--- src/rtl/fpr_pkg.sv ---
// Package: shared widths and rounding-mode encoding for the rounding unit.
// Assumes single-precision layout: 24-bit significand with hidden one, 8-bit exponent.
package fpr_pkg;

    localparam int SIG_W   = 24;
    localparam int EXP_W   = 8;
    localparam int EXTRA_W = 3;
    localparam int SH_W    = 5;

    typedef enum logic [1:0] {
        RM_NEAR_EVEN = 2'b00,
        RM_TO_ZERO   = 2'b01,
        RM_TO_POS    = 2'b10,
        RM_TO_NEG    = 2'b11
    } rmode_e;

endpackage

--- src/rtl/fpr_align_shift.sv ---
// Module: right-shift aligner that builds kept bits plus guard, round and sticky.
// Input word: significand in the top SIG_W bits, then guard, round, sticky.
// Every 1 that leaves the low end of the word is ORed into sticky.
// Assumes EXTRA_W is 3.
module fpr_align_shift #(
    parameter int SIG_W   = 24,
    parameter int EXTRA_W = 3,
    parameter int SH_W    = 5
) (
    input  logic [SIG_W+EXTRA_W-1:0] src,
    input  logic [SH_W-1:0]          shamt,
    output logic [SIG_W-1:0]         kept,
    output logic                     guard,
    output logic                     round,
    output logic                     sticky
);
    localparam int W = SIG_W + EXTRA_W;

    logic [W-1:0] shifted;
    logic [W-1:0] lost_bits;
    logic [31:0]  shamt_ext;

    assign shamt_ext = {{(32-SH_W){1'b0}}, shamt};
    assign shifted   = src >> shamt;

    // Mark each source bit that falls below bit 0 for the current shift amount.
    for (genvar i = 0; i < W; i++) begin : g_lost
        assign lost_bits[i] = src[i] && (shamt_ext > 32'(i));
    end

    assign kept   = shifted[W-1 -: SIG_W];
    assign guard  = shifted[EXTRA_W-1];
    assign round  = shifted[EXTRA_W-2];
    assign sticky = shifted[0] | (|lost_bits);

endmodule

--- src/rtl/fpr_round_decide.sv ---
// Module: decides whether the kept significand is incremented, and flags inexact.
// Pure combinational; mode encoding comes from fpr_pkg.
module fpr_round_decide
    import fpr_pkg::*;
(
    input  logic [1:0] mode,
    input  logic       sign,
    input  logic       lsb,
    input  logic       guard,
    input  logic       round,
    input  logic       sticky,
    output logic       incr,
    output logic       inexact
);
    logic any_extra;

    assign any_extra = guard | round | sticky;
    assign inexact   = any_extra;

    // Select the increment rule for the active rounding mode.
    always_comb begin
        unique case (rmode_e'(mode))
            RM_NEAR_EVEN: incr = guard & (round | sticky | lsb);
            RM_TO_ZERO:   incr = 1'b0;
            RM_TO_POS:    incr = ~sign & any_extra;
            RM_TO_NEG:    incr = sign & any_extra;
            default:      incr = 1'b0;
        endcase
    end

endmodule

--- src/rtl/fpr_incr_norm.sv ---
// Module: adds the rounding increment and renormalises on carry-out.
// Assumes the incoming exponent is at most all-ones minus one.
module fpr_incr_norm #(
    parameter int SIG_W = 24,
    parameter int EXP_W = 8
) (
    input  logic [SIG_W-1:0] sig_in,
    input  logic [EXP_W-1:0] exp_in,
    input  logic             incr,
    output logic [SIG_W-1:0] sig_out,
    output logic [EXP_W-1:0] exp_out,
    output logic             ovf
);
    logic [SIG_W:0] sum;
    logic           carry;

    assign sum     = {1'b0, sig_in} + (SIG_W+1)'(incr);
    assign carry   = sum[SIG_W];
    assign sig_out = carry ? sum[SIG_W:1] : sum[SIG_W-1:0];
    assign exp_out = exp_in + EXP_W'(carry);
    assign ovf     = carry && (exp_out == {EXP_W{1'b1}});

endmodule

--- src/rtl/fp_round_unit.sv ---
// Module: single-precision rounding unit, top level.
// Aligns the wide significand, rounds in one of four modes, and registers the
// result one cycle after an accepted input. Synchronous active-low reset.
module fp_round_unit
    import fpr_pkg::*;
(
    input  logic                     clk,
    input  logic                     rst_n,
    input  logic                     in_valid,
    input  logic [1:0]               rnd_mode,
    input  logic                     sign_in,
    input  logic [EXP_W-1:0]         exp_in,
    input  logic [SIG_W+EXTRA_W-1:0] sig_wide,
    input  logic [SH_W-1:0]          shamt,
    output logic                     out_valid,
    output logic                     res_sign,
    output logic [EXP_W-1:0]         res_exp,
    output logic [SIG_W-1:0]         res_sig,
    output logic                     inexact,
    output logic                     exp_ovf
);
    logic [SIG_W-1:0] al_sig;
    logic [2:0]       al_grs;
    logic             rd_incr;
    logic             rd_inexact;
    logic [SIG_W-1:0] n_sig;
    logic [EXP_W-1:0] n_exp;
    logic             n_ovf;

    fpr_align_shift #(
        .SIG_W   (SIG_W),
        .EXTRA_W (EXTRA_W),
        .SH_W    (SH_W)
    ) u_align (
        .src    (sig_wide),
        .shamt  (shamt),
        .kept   (al_sig),
        .guard  (al_grs[2]),
        .round  (al_grs[1]),
        .sticky (al_grs[0])
    );

    fpr_round_decide u_decide (
        .mode    (rnd_mode),
        .sign    (sign_in),
        .lsb     (al_sig[0]),
        .guard   (al_grs[2]),
        .round   (al_grs[1]),
        .sticky  (al_grs[0]),
        .incr    (rd_incr),
        .inexact (rd_inexact)
    );

    fpr_incr_norm #(
        .SIG_W (SIG_W),
        .EXP_W (EXP_W)
    ) u_incr (
        .sig_in  (al_sig),
        .exp_in  (exp_in),
        .incr    (rd_incr),
        .sig_out (n_sig),
        .exp_out (n_exp),
        .ovf     (n_ovf)
    );

    // Output register: capture the rounded result when the input is valid.
    always_ff @(posedge clk) begin
        if (!rst_n) begin
            out_valid <= 1'b0;
            res_sign  <= 1'b0;
            res_exp   <= '0;
            res_sig   <= '0;
            inexact   <= 1'b0;
            exp_ovf   <= 1'b0;
        end else begin
            out_valid <= in_valid;
            if (in_valid) begin
                res_sign <= sign_in;
                res_exp  <= n_exp;
                res_sig  <= n_sig;
                inexact  <= rd_inexact;
                exp_ovf  <= n_ovf;
            end
        end
    end

endmodule

--- config.mk ---
export PLATFORM = sky130hd
export DESIGN_NAME = fp_round_unit
export DESIGN_NICKNAME = d
export VERILOG_FILES = /design/src/rtl/fpr_pkg.sv /design/src/rtl/fpr_align_shift.sv /design/src/rtl/fpr_round_decide.sv /design/src/rtl/fpr_incr_norm.sv /design/src/rtl/fp_round_unit.sv
export SDC_FILE = /design/constraint.sdc
export NUM_CORES = 1
export LEC_CHECK = 0
export BUFFER_PORTS_ARGS = -buffer_cell sky130_fd_sc_hd__buf_4
export CORE_MARGIN = 2
export CORE_UTILIZATION = 30
export DETAILED_ROUTE_END_ITERATION = 16
export GPL_ROUTABILITY_DRIVEN = 0
export MAX_ROUTING_LAYER = met4
export PLACE_DENSITY_LB_ADDON = 0.2
export SYNTH_ARGS = -nofsm -noshare
export SYNTH_HDL_FRONTEND = slang
export SYNTH_SLANG_ARGS = --single-unit
--- constraint.sdc ---
create_clock -name clk -period 7.5 [get_ports clk]
set_clock_uncertainty 0.1 [all_clocks]
set_input_delay 1.125 -clock clk [delete_from_list [all_inputs] [get_ports clk]]
set_output_delay 1.125 -clock clk [all_outputs]
set_load 0.01 [all_outputs]
==> flow_results.org, run 1 <==
** Pwr
- The internal portion of the total power is 429 uW.
- Of the total power, the share spent switching nets is 0.356.
- Reported net switching power :: 238 uW
- Power per unit of standard cell area :: 134 nW/um^2
- After layout, the design draws a total of 667 uW.
- Worst vdd rail ir drop :: 0.0835 mV
- The analysis attributes to cell leakage a power of 1.86 nW.
- Part of the power in registers :: 0.311
- Of the total power, combinational logic draws 0.384.
- The share of total power dissipated in the clock network is 0.305.

** Worst setup path
- Critical path's most frequent cell :: sky130_fd_sc_hd__ha_1
- Tracing the worst setup path back leads to its startpoint at shamt[1].
- The worst setup path is captured at a register.
- CP startpoint kind :: input pin
- The slowest stage of the critical path is the sky130_fd_sc_hd__a211oi_1 cell.
- Walking the worst path, the cells encountered are buf_4 -> mux2i_1 -> mux2i_1 -> a211oi_1 -> nand3_1 -> a211oi_1 -> a21oi_1 -> o21a_1 -> ha_1 -> ha_1 -> and2_1 -> a32oi_1 -> a32o_1 -> or4b_4 -> nor4_4 -> ha_1 -> ha_1 -> xnor2_1 -> or4_1 -> nor2_1 -> a21oi_1 -> nor2_1.
- Setup slack on the worst reg-to-reg path comes out at 6410 ps.
- Count of cells along the worst register-to-register path :: 4
- In this run the critical register-to-register path is launched from res_sig[18].
- WP data required :: 7610 ps
- Data arrives at the worst endpoint at 6680 ps.
- The worst register-to-register path ends at res_sig[18].
- Critical path buffers and inverters :: 1
- Critical path start-end classification :: input pin to register
- Largest stage delay, worst path :: 670 ps
- Largest fanout on the critical path :: 62
- On the critical path the largest part of the delay comes from compound AO/OA/AOI/OAI gates.

** Global routing
- The initial antenna violation count is 0.
- In the global route stage, overall resource usage came out at 0.211.
- Wire length of the first global-routing pass :: 24100 microns
- Number of global-route vias before repair :: 4440
- Pin count of the biggest net entering global routing :: 63
- Aggregate global routing overflow :: 0

** Timing
- Final WS setup :: 935 ps
- Setup violations remaining at the end of the flow were counted as 0.
- The count of final max-slew check failures is 0.
- The worst pin sits at a relative slew slack of 0.449.
- For this run, the top clock speed supported by timing is 0.152 GHz.
- Dividing the final minimum period by the clock period gives 0.875.
- Setup repair after global routing left no endpoint under its margin.
- The count of final hold-check violations is 0.
- The routed design could run at a clock period as short as 6570 ps.
- Adding up every negative setup slack in the final design gives 0 ps.
- Tightest Pin Transition :: 821 ps

** Routing
- Vias per cell :: 6.02
- Antenna viol nets, final :: 0
- Sum of routed wire length over all layers :: 15200 microns
- After detailed routing, the number of remaining DRC violations is 0.
- Starting DRT DRC Count :: 457
- Detailed-route via count :: 4615
- After detailed routing, the average wire length per cell comes to 19.8 microns.
- TritonRoute pass-1 iters :: 5

** Placement
- IO Port Bufs :: 81
- The HPWL after detailed placement is 11600 microns.
- At the placement stage, the worst setup path has a slack of 728 ps.

** Yosys
- Synthesis inferred 36 register bits.
- The synthesized netlist occupies a cell area of 4150 sq um.
- Mux cell area share after synthesis :: 0.204
- Yosys mapped the design onto 73 distinct sky130hd cell types.
- Simple-Gate Fraction of Synth Area :: 0.274
- Share of synthesized registers carrying an async set or reset :: 0
- Gate Count Post-Synth :: 531
- Net count of the mapped netlist :: 582
- A synthesized cell averages 7.82 sq um.
- The post-synthesis compound-gate area fraction was 0.237.
- Total of warnings raised by yosys :: 0
- In the synthesized netlist the dominant register cell turns out to be sky130_fd_sc_hd__dfxtp_1.
- Sequential-to-total area share from yosys stat :: 0.174
- Largest family of logic cells by synthesized area :: simple AND/OR/NAND/NOR gates
- Post-synth EDFFs :: 0
- Of the total synthesized cell area, the portion taken by full adders, half adders and majority gates is 0.0175.
- XOR/XNOR share of the synthesized area :: 0.0443

** Clocking
- The H-tree generated during clock tree synthesis spans 2 levels.
- After clock tree synthesis, the clock-pin slew on the worst setup and hold paths is 60 ps.
- The root buffer cell chosen for the clock tree is sky130_fd_sc_hd__clkbuf_16.
- Setup Fix Bufs, Post-CTS :: 0
- TritonCTS built the clock tree.
- The clock passes through at most 2 buffers.
- The tree built by TritonCTS fans out to 36 sinks.
- Post-CTS resize count :: 0
- Buffers inserted to repair hold after CTS numbered 0.
- Clock buffer count from CTS :: 5
- The later pin in the worst-skew pair is clocked with a latency of 280 ps.

** Min path
- The path class of the tightest hold or removal check is register to register.
- WHS Path Cells :: 2
- Min-delay src :: res_sig[20]
- Hold Crit Endpoint :: res_sig[20]

** Final layout
- Final core utilization :: 0.373
- Share of cells above drive strength 1 :: 0.239
- In the layout the commonest cells are sky130_fd_sc_hd__buf_4 (87), sky130_fd_sc_hd__nand2_1 (46), sky130_fd_sc_hd__nor2_1 (41).
- Net count reported at finish :: 640
- Counting the fill cells in the layout gives 1403.
- Synthesis-to-layout area growth :: 20.3%
- Leaving out fill and tap cells, the most frequent cell in the layout is sky130_fd_sc_hd__buf_4.
- Antenna diode instance count :: 0

** Floorplanning
- The floorplan step set the die height to 122 microns.
- After floorplanning, the core was divided into 42 placement rows.
- Die outline width :: 122 microns
- During I/O placement, the number of pins put on the boundary was 82.
- For this configuration, the core starts out at a cell density of 0.310.
- Die Footprint :: 14800 sq um
- Core footprint :: 13400 sq um

** Run status
- The run finished with clean final reports.

** Flow run
- Across the run, the number of max-cap violations was 0.
==> metrics by stage <==
step	hold slack, ps	std cells	area [sq um]
after CTS	360	766	4990
after global placement	340	758	4850
after global routing	381	766	4990
after floorplan	373	531	4150
final	352	766	4990
after detailed placement	346	758	4850
==> Yosys cell counts (6+ instances only) <==
master	number	share of area
sky130_fd_sc_hd__a22oi_1	9	0.016
sky130_fd_sc_hd__mux2_2	19	0.052
sky130_fd_sc_hd__and2_1	8	0.012
sky130_fd_sc_hd__dfxtp_1	36	0.17
sky130_fd_sc_hd__a21oi_1	34	0.041
sky130_fd_sc_hd__nor2_1	41	0.037
sky130_fd_sc_hd__o22ai_1	6	0.0090
sky130_fd_sc_hd__mux2i_1	34	0.082
sky130_fd_sc_hd__o21ai_0	28	0.034
sky130_fd_sc_hd__mux4_2	13	0.071
sky130_fd_sc_hd__or2_2	6	0.0090
sky130_fd_sc_hd__a31oi_1	6	0.0090
sky130_fd_sc_hd__xnor2_1	11	0.023
sky130_fd_sc_hd__xor2_1	10	0.021
sky130_fd_sc_hd__nor4_1	13	0.020
sky130_fd_sc_hd__nand4_1	9	0.014
sky130_fd_sc_hd__nor3_1	16	0.019
sky130_fd_sc_hd__clkbuf_1	22	0.020
sky130_fd_sc_hd__a211oi_1	12	0.022
sky130_fd_sc_hd__nand2b_1	15	0.023
sky130_fd_sc_hd__nand2_1	46	0.042
sky130_fd_sc_hd__nand3_1	17	0.020
==> worst reg2reg max path: stages, from the launching register on <==
cell	delay, ps
sky130_fd_sc_hd__dfxtp_1	350
sky130_fd_sc_hd__nand2_1	80
sky130_fd_sc_hd__o311a_1	110
sky130_fd_sc_hd__mux2_2	270
sky130_fd_sc_hd__a21oi_1	110
==> cell type report <==
class	instances	area [sq um]	share of cell area
tap	176	220	0.0441
timing repair buffer	87	653	0.131
clock inverter	3	18.8	0.00376
sequential	36	721	0.144
inverter	9	33.8	0.00676
multi-input combinational	450	3220	0.645
clock buffer	5	125	0.0251
==> power groups by stage <==
stage               Clock (mW)  Combinational [mW]  Sequential [mW]
global placement             0               0.251            0.211
finish                   0.204               0.256            0.207
CTS                      0.211               0.252            0.208
global route             0.216               0.277            0.209
detailed placement           0               0.251            0.212
floorplan                    0               0.154            0.216
==> per-layer routing <==
layer,GRT usage,part of all wire
met1,0.281,0.44
met2,0.325,0.45
met3,0.0253,0.075
met4,0.0869,0.037
met5,-,0
==> worst max-delay path by stage <==
stage | to | slack [ps] | cells after the start
2_1_floorplan | exp_ovf | 1040 | 28
3_3_place_gp | exp_ovf | 880 | 22
3_5_place_dp | exp_ovf | 730 | 22
4_1_cts | exp_ovf | 1020 | 22
5_1_grt | exp_ovf | 460 | 22
6_report | exp_ovf | 930 | 22
==> state kept, by name, indices dropped and copies added, names as in the netlist <==
name	cells
exp_ovf	1
res_sign	1
inexact	1
out_valid	1
res_exp	8
res_sig	24
==> kinds of logic after synthesis <==
group	count (synthesis)
flip-flops	36
XOR/XNOR	21
AO/OA/AOI/OAI	147
AND/OR/NAND/NOR	210
adder cells (fa/ha/maj)	6
buffers and inverters	45
multiplexers	66
No activity file was read; power rests on OpenSTA's default activity.
==> inputs of run 2 (changes only) <==
--- a/config.mk
+++ b/config.mk
@@ -11,7 +11,7 @@
 export DETAILED_ROUTE_END_ITERATION = 16
 export GPL_ROUTABILITY_DRIVEN = 0
 export MAX_ROUTING_LAYER = met4
-export PLACE_DENSITY_LB_ADDON = 0.2
+export PLACE_DENSITY_LB_ADDON = 0.3
 export SYNTH_ARGS = -nofsm -noshare
 export SYNTH_HDL_FRONTEND = slang
 export SYNTH_SLANG_ARGS = --single-unit
==> run 2 against run 1 <==
Against the previous run: combinational power about the same; global-route usage is 1.3 points lower; first-iteration DRC count increased by 19%; sequential power about the same; die area unchanged; fmax grew 1.8%; clock power hardly changed; sequential share of layout area about the same; via count down 0.24%; cell count grew 0.13%; core utilization rose by 0.056 points; largest power group unchanged.
==> flow_results.org, run 2 (synthesized netlist as in run 1, its figures left out) <==
** Clocking
- H-tree depth reported by CTS :: 2 (unchanged)
- The TritonCTS clock tree was built (unchanged).
- Sinks on the clock net :: 36 (unchanged)
- Deepest clock path buffer count :: 2 (unchanged)
- Hold Buf Count CTS :: 0 (unchanged)
- Clock slew at reported path FFs :: 60 ps (about the same)
- The library cell used as clock root buffer is sky130_fd_sc_hd__clkbuf_16 (unchanged).
- Setup Fix Bufs, Post-CTS :: 0 (unchanged)
- The number of buffers created by CTS is 5 (unchanged).
- The clock latency on the worst-skew pair is 280 ps (about the same).
- Post-CTS resize count :: 0 (unchanged)

** Worst setup path
- The worst setup path startpoint is shamt[1] (unchanged).
- Count of cells along the worst register-to-register path :: 4 (unchanged)
- Endpoint type of the worst setup path :: register (unchanged)
- WP data required :: 7560 ps (was 7610 ps)
- The worst-case register-to-register setup slack was 6410 ps (about the same).
- Critical path start-end classification :: input pin to register (unchanged)
- The terminus of the critical flop-to-flop path is res_sig[18] (unchanged).
- Crit path arrival time :: 6510 ps (was 6680 ps)
- Crit Reg-Reg Startpoint :: res_sig[18] (unchanged)
- The startpoint type of the worst setup path is an input pin (unchanged).
- Largest fanout on the critical path :: 62 (unchanged)

** Global routing
- The via count of the first global-routing pass was 4257 (was 4440).
- The aggregate global routing overflow was 0 (unchanged).
- The initial antenna violation count came to 0 (unchanged).
- The aggregate global-route resource usage came to 0.198 (was 0.211).
- The first-pass GRT wire length was 22700 microns (was 24100 microns).
- The largest net degree at the start of global routing was 63 (unchanged).

** Timing
- Count of final setup violators :: 0 (unchanged)
- The highest clock rate was 0.155 GHz (was 0.152 GHz).
- Setup repair after global routing missed its margin :: no (unchanged)
- The worst slew margin relative to its limit is 0.473 (was 0.449).
- Final WS setup :: 1050 ps (was 935 ps)
- Share of the clock period used by the worst path :: 0.860 (was 0.875)
- The transition time at the pin with the least slew margin is 783 ps (was 821 ps).
- Pins over their slew limit :: 0 (unchanged)
- The count of final hold-check violations was 0 (unchanged).
- The clock period minus worst slack is 6450 ps (was 6570 ps).
- The final setup TNS was 0 ps (unchanged).

** Final layout
- Regs by FF count: res_sig: 24 flops, res_exp: 8 flops (unchanged).
- The final antenna diode count was 0 (unchanged).
- Top library cells by usage in the layout, fill and taps aside: sky130_fd_sc_hd__buf_4 (88), sky130_fd_sc_hd__nand2_1 (46), sky130_fd_sc_hd__nor2_1 (41) (was sky130_fd_sc_hd__buf_4 (87), sky130_fd_sc_hd__nand2_1 (46), sky130_fd_sc_hd__nor2_1 (41)).
- Leading cell type in the layout, fill and taps excluded :: sky130_fd_sc_hd__buf_4 (unchanged)
- Synthesis-to-layout area growth :: 20.5% (was 20.3%)
- Max FFs per register :: 24 (unchanged)
- The proportion of layout cells with a drive suffix above 1 was 0.240 (was 0.239).
- The register with the most flip-flops is res_sig (unchanged).
- The number of nets at the end of the flow was 641 (was 640).

** Routing
- The starting DRC count in detailed routing came to 545 (was 457).
- The overall via count from detail_route is 4604 (was 4615).
- The wire length reported by the detailed router came to 14600 microns (was 15200 microns).
- The number of nets with antenna violations after detailed routing was 0 (unchanged).
- Vias per cell :: 6.00 (was 6.02)
- Post-detailed-route wirelength per cell :: 19.0 microns (was 19.8 microns)
- The count of TritonRoute iterations in the first routing pass was 6 (was 5).
- The DRC violation count after routing is 0 (unchanged).

** Pwr
- P_leak :: 1.86 nW (about the same)
- Power per unit of standard cell area :: 133 nW/um^2 (was 134 nW/um^2)
- The worst vdd rail ir drop was 0.0626 mV (was 0.0835 mV).

** Min path
- WHS Path Cells :: 2 (unchanged)
- Hold Crit Endpoint :: res_sig[22] (was res_sig[20])
- Class of the tightest hold or removal check :: register to register (unchanged)
- The origin of the worst min-delay path is res_sig[22] (was res_sig[20]).

** Flow run
- The count of maximum capacitance violations came to 0 (unchanged).

** Floorplanning
- Die extent in y :: 122 microns (unchanged)
- The number of rows in the core area is 42 (unchanged).
- The die area came to 14800 sq um (unchanged).
- Die outline width :: 122 microns (unchanged)
- Initial Util :: 0.310 (unchanged)
- The area of the core was 13400 sq um (unchanged).
- IO Count :: 82 (unchanged)

** Run status
- Result of the run :: complete, no violations (unchanged)

** Placement
- IO Port Bufs :: 81 (unchanged)
- Final HPWL DP :: 11000 microns (was 11600 microns)
- The worst setup timing slack at the placement stage was 852 ps (was 728 ps).
-- run 2: cell count changes in the layout (fill, tap and decap cells not counted), sizes merged --
cell  before  now
buf       87   88
-- run 2: layout make-up --
type	instances	area, sq um
inverters	9	33.8
fillers	1444	8400
clock buffers	5	125
well taps	176	220
multi-input cells	450	3220
flip-flops and latches	36	721
repair buffers	88	661
clock inverters	3	18.8
-- run 2: through the flow --
stage | power (mW) | utilization | instance area [sq um] | hold WS, ps | cells
after floorplan | 0.370 | - | 4150 | 373 | 531
after global placement | 0.461 | 0.363 | 4860 | 344 | 759
after detailed placement | 0.462 | 0.363 | 4860 | 348 | 759
after CTS | 0.662 | 0.373 | 5000 | 356 | 767
after global routing | 0.697 | 0.373 | 5000 | 369 | 767
final | 0.665 | 0.373 | 5000 | 348 | 767
-- run 2: routing by layer --
| layer | part of all wire | GRT usage |
|---|---|---|
| met5 | 0 | - |
| met4 | 0.023 | 0.0560 |
| met3 | 0.075 | 0.0225 |
| met2 | 0.47 | 0.306 |
| met1 | 0.44 | 0.273 |
-- run 2: power by group --
group          internal, mW  leakage, nW  switching, mW
registers             0.202        0.295        0.00537
clock network         0.122       0.0736         0.0785
logic                 0.106         1.50          0.151
total                 0.430         1.86          0.235
-- run 2: worst max-delay path by stage --
stage                     endpoint  slack, ps  depth (start not counted)
after floorplan            exp_ovf       1040                         28
after global placement     exp_ovf        930                         24
after detailed placement   exp_ovf        850                         24
after CTS                  exp_ovf       1130                         24
after global routing       exp_ovf        670                         23
final                      exp_ovf       1050                         24
-- run 2: worst max-delay path, cell delays in order --
cell	delay, ps
sky130_fd_sc_hd__buf_4	560
sky130_fd_sc_hd__mux2_2	330
sky130_fd_sc_hd__nor2_1	50
sky130_fd_sc_hd__a211oi_1	650
sky130_fd_sc_hd__mux2_2	290
sky130_fd_sc_hd__a21oi_1	100
sky130_fd_sc_hd__a21oi_1	150
sky130_fd_sc_hd__o21a_1	130
sky130_fd_sc_hd__ha_1	180
sky130_fd_sc_hd__ha_1	230
sky130_fd_sc_hd__and2_1	140
sky130_fd_sc_hd__a32oi_1	50
sky130_fd_sc_hd__a32o_1	280
sky130_fd_sc_hd__or4b_4	550
sky130_fd_sc_hd__nor4_4	250
sky130_fd_sc_hd__buf_4	230
sky130_fd_sc_hd__ha_1	180
sky130_fd_sc_hd__and3_1	150
sky130_fd_sc_hd__nand3_1	100
sky130_fd_sc_hd__or2_2	320
sky130_fd_sc_hd__xor2_1	180
sky130_fd_sc_hd__nor2_1	70
sky130_fd_sc_hd__a21oi_1	140
sky130_fd_sc_hd__nor2_1	50
==> inputs of run 3 (changes only) <==
--- a/config.mk
+++ b/config.mk
@@ -7,7 +7,7 @@
 export LEC_CHECK = 0
 export BUFFER_PORTS_ARGS = -buffer_cell sky130_fd_sc_hd__buf_4
 export CORE_MARGIN = 2
-export CORE_UTILIZATION = 30
+export CORE_UTILIZATION = 57
 export DETAILED_ROUTE_END_ITERATION = 16
 export GPL_ROUTABILITY_DRIVEN = 0
 export MAX_ROUTING_LAYER = met4
==> run 3 against run 2 <==
Against the previous run: sequential share of layout area is 0.48 points higher; hold slack gained 7.3 ps; non-clock buffer count down 1; fmax is 2.6% lower; power decreased by 9.7%; combinational power is essentially flat.
==> flow_results.org, run 3 (synthesized netlist as in run 1, its figures left out) <==
** Placement
- The placed wire-length estimate is 9960 microns (was 11000 microns).
- The number of buffer cells added on primary ports came to 81 (unchanged).
- The cell count after placement is 681 (was 759).

** Clocking
- Clk_lat worst skew :: 290 ps (was 280 ps)
- The level count of the clock H-tree is 2 (unchanged).
- The post-cts sizing count is 0 (unchanged).
- The count of clock tree sinks was 36 (unchanged).
- The post-CTS setup buffer count was 0 (unchanged).
- The library cell used as clock root buffer was sky130_fd_sc_hd__clkbuf_8 (was sky130_fd_sc_hd__clkbuf_16).
- Deepest clock path buffer count :: 2 (unchanged)
- Clock buffer count from CTS :: 5 (unchanged)
- CTS tree :: built (unchanged)
- The clock transition at the register clock pins on the worst setup and hold paths after CTS is 80 ps (was 60 ps).
- Hold Buf Count CTS :: 0 (unchanged)

** Final layout
- Number of cells in the finished layout apart from fillers :: 689 (was 767)
- Regs by FF count :: res_sig: 24 flops, res_exp: 8 flops (unchanged)
- Area occupied by multi-input gates :: 3220 sq um (unchanged)
- Synthesis-to-layout area growth :: 16.6% (was 20.5%)
- The proportion of layout cells with a drive suffix above 1 came to 0.239 (was 0.240).
- The count of fill cells added during filler insertion came to 636 (was 1444).
- The most common cell after layout, fill and taps aside was sky130_fd_sc_hd__buf_4 (unchanged).
- The final antenna diode count was 0 (unchanged).
- The area of all sequential standard cells came to 721 sq um (unchanged).
- Final core utilization :: 0.678 (was 0.373)
- The register with the most flip-flops is res_sig (unchanged).
- The number of flip-flops in the largest register is 24 (unchanged).
- Net count reported at finish :: 640 (was 641)
- Top library cells by usage in the layout, fill and taps aside :: sky130_fd_sc_hd__buf_4 (87), sky130_fd_sc_hd__nand2_1 (46), sky130_fd_sc_hd__nor2_1 (41) (was sky130_fd_sc_hd__buf_4 (88), sky130_fd_sc_hd__nand2_1 (46), sky130_fd_sc_hd__nor2_1 (41))

** Worst setup path
- Flop2flop setup slack :: 6390 ps (was 6410 ps)
- CP startpoint kind :: input pin (unchanged)
- Endpoint type of the worst setup path :: register (unchanged)
- The reg-to-reg critical path startpoint is res_sig[18] (unchanged).
- Count of cells along the worst register-to-register path :: 4 (unchanged)
- The terminus of the critical flop-to-flop path was res_sig[18] (unchanged).
- The arrival time of data at the critical path endpoint was 6750 ps (was 6510 ps).
- Critical path start-end classification :: input pin to register (unchanged)
- Largest fanout on the critical path :: 47 (was 62)
- The data required time of the critical path was 7630 ps (was 7560 ps).

** Routing
- Routed metal-1 wire length :: 5070 microns (was 6380 microns)
- The starting DRC count in detailed routing is 456 (was 545).
- The wire length reported by the detailed router came to 13300 microns (was 14600 microns).
- The count of TritonRoute iterations in the first routing pass is 5 (was 6).
- Detailed-route via count :: 4670 (was 4604)
- Routed wl met2 :: 6220 microns (was 6790 microns)
- Detailed-routed wire length on met3 :: 1370 microns (was 1100 microns)
- The DRC violation count after routing was 0 (unchanged).
- Vias per cell :: 6.78 (was 6.00)
- Post-detailed-route wirelength per cell :: 19.3 microns (was 19.0 microns)
- Highest routing layer actually used :: met4 (unchanged)
- The number of nets with antenna violations after detailed routing was 0 (unchanged).

** Floorplanning
- The count of boundary I/O pins came to 82 (unchanged).
- The width of the chip is 89.3 microns (was 122 microns).
- Initial Util :: 0.582 (was 0.310)
- The die area is 7980 sq um (was 14800 sq um).
- Die extent in y :: 89.3 microns (was 122 microns)
- Num rows :: 31 (was 42)
- The area of the core is 7140 sq um (was 13400 sq um).

** Timing
- The setup violation total in the final timing report came to 0 (unchanged).
- The highest clock rate was 0.151 GHz (was 0.155 GHz).
- Pins over their slew limit :: 0 (unchanged)
- Number of hold violations in the final report :: 0 (unchanged)
- Clock period minus final worst setup slack :: 6620 ps (was 6450 ps)
- Setup_tns :: 0 ps (unchanged)
- The worst slew margin relative to its limit was 0.506 (was 0.473).
- The portion of the clock cycle consumed by the worst path in the final layout came to 0.883 (was 0.860).
- Setup repair after global routing missed its margin: no (unchanged).
- Tightest Pin Transition :: 738 ps (was 783 ps)

** Global routing
- The aggregate global-route resource usage is 0.339 (was 0.198).
- The initial antenna violation count is 0 (unchanged).
- The aggregate global routing overflow is 0 (unchanged).
- Number of global-route vias before repair :: 4241 (was 4257)
- Wire length of the first global-routing pass :: 20600 microns (was 22700 microns)
- The largest net degree at the start of global routing is 48 (was 63).

** Flow run
- Max-capacitance violation count :: 0 (unchanged)

** Min path
- Min-delay src :: res_sig[19] (was res_sig[22])
- Hold Crit Endpoint :: res_sig[19] (was res_sig[22])
- The class of the most critical hold timing path is register to register (unchanged).
- WHS Path Cells :: 2 (unchanged)

** Pwr
- Part of the power in registers :: 0.344 (was 0.312)
- Gate power share :: 0.423 (was 0.386)
- The worst vdd rail ir drop was 0.0868 mV (was 0.0626 mV).
- The internal power was 372 uW (was 430 uW).
- The net switching power came to 229 uW (was 235 uW).
- Power per unit of standard cell area :: 124 nW/um^2 (was 133 nW/um^2)
- The standby leakage power came to 1.83 nW (was 1.86 nW).
- Clock group share of total power :: 0.233 (was 0.302)
- Net switching share of the total power :: 0.381 (was 0.353)

** Run status
- Result of the run :: complete, no violations (unchanged)
==> run 3: cell count changes in the layout (fill, tap and decap cells not counted) <==
| cell | before | now |
|---|---|---|
| sky130_fd_sc_hd__buf_4 | 88 | 87 |
| sky130_fd_sc_hd__clkbuf_8 | 0 | 5 |
| sky130_fd_sc_hd__clkbuf_16 | 5 | 0 |
==> run 3: worst max path at each step <==
stage	startpoint	endpoint	slack, ps	cells past startpoint
after CTS	shamt[0]	exp_ovf	1050	21
after global routing	shamt[0]	exp_ovf	510	23
final	shamt[0]	exp_ovf	880	21
after floorplan	shamt[0]	exp_ovf	1040	28
after detailed placement	shamt[0]	exp_ovf	770	22
after global placement	shamt[0]	exp_ovf	970	22
==> run 3: critical path, stage by stage <==
cell and delay, ps:
sky130_fd_sc_hd__buf_4 420, sky130_fd_sc_hd__nor2_1 320, sky130_fd_sc_hd__a211oi_1 640, sky130_fd_sc_hd__mux2_2 290, sky130_fd_sc_hd__a21oi_1 110, sky130_fd_sc_hd__a21oi_1 230
sky130_fd_sc_hd__o21a_1 160, sky130_fd_sc_hd__ha_1 180, sky130_fd_sc_hd__ha_1 240, sky130_fd_sc_hd__and2_1 140, sky130_fd_sc_hd__a32oi_1 60, sky130_fd_sc_hd__a32o_1 290
sky130_fd_sc_hd__or4b_4 550, sky130_fd_sc_hd__nor4_4 650, sky130_fd_sc_hd__ha_1 280, sky130_fd_sc_hd__nand3_1 100, sky130_fd_sc_hd__xor2_1 150, sky130_fd_sc_hd__or4_1 520
sky130_fd_sc_hd__nor2_1 110, sky130_fd_sc_hd__a21oi_1 70, sky130_fd_sc_hd__nor2_1 110
==> run 3: area by class of cell <==
cell class                 instances  share of cell area
clock buffer                       5              0.0142
clock inverter                     3             0.00388
inverter                           9             0.00698
multi-input combinational        450               0.666
sequential                        36               0.149
tap                               99              0.0256
timing repair buffer              87               0.135
==> run 3: layer usage <==
layer,up-vias,GRT usage
met4,0,0.151
li1,2146,-
met3,75,0.0748
met2,320,0.529
met5,-,-
met1,2129,0.420
==> run 3: stage by stage <==
stage	setup slack [ps]	total power [mW]	cell area, sq um	hold WS (ps)
floorplan	1040	0.370	4150	373
global route	513	0.628	4840	389
CTS	1050	0.594	4840	361
global placement	968	0.451	4750	336
detailed placement	774	0.455	4750	343
finish	876	0.600	4840	355
==> run 3: power by group through the flow <==
stage | logic (mW) | clock network [mW] | registers (mW)
after floorplan | 0.154 | 0 | 0.216
after global placement | 0.240 | 0 | 0.211
after detailed placement | 0.244 | 0 | 0.211
after CTS | 0.246 | 0.141 | 0.207
after global routing | 0.271 | 0.149 | 0.208
final | 0.254 | 0.140 | 0.207
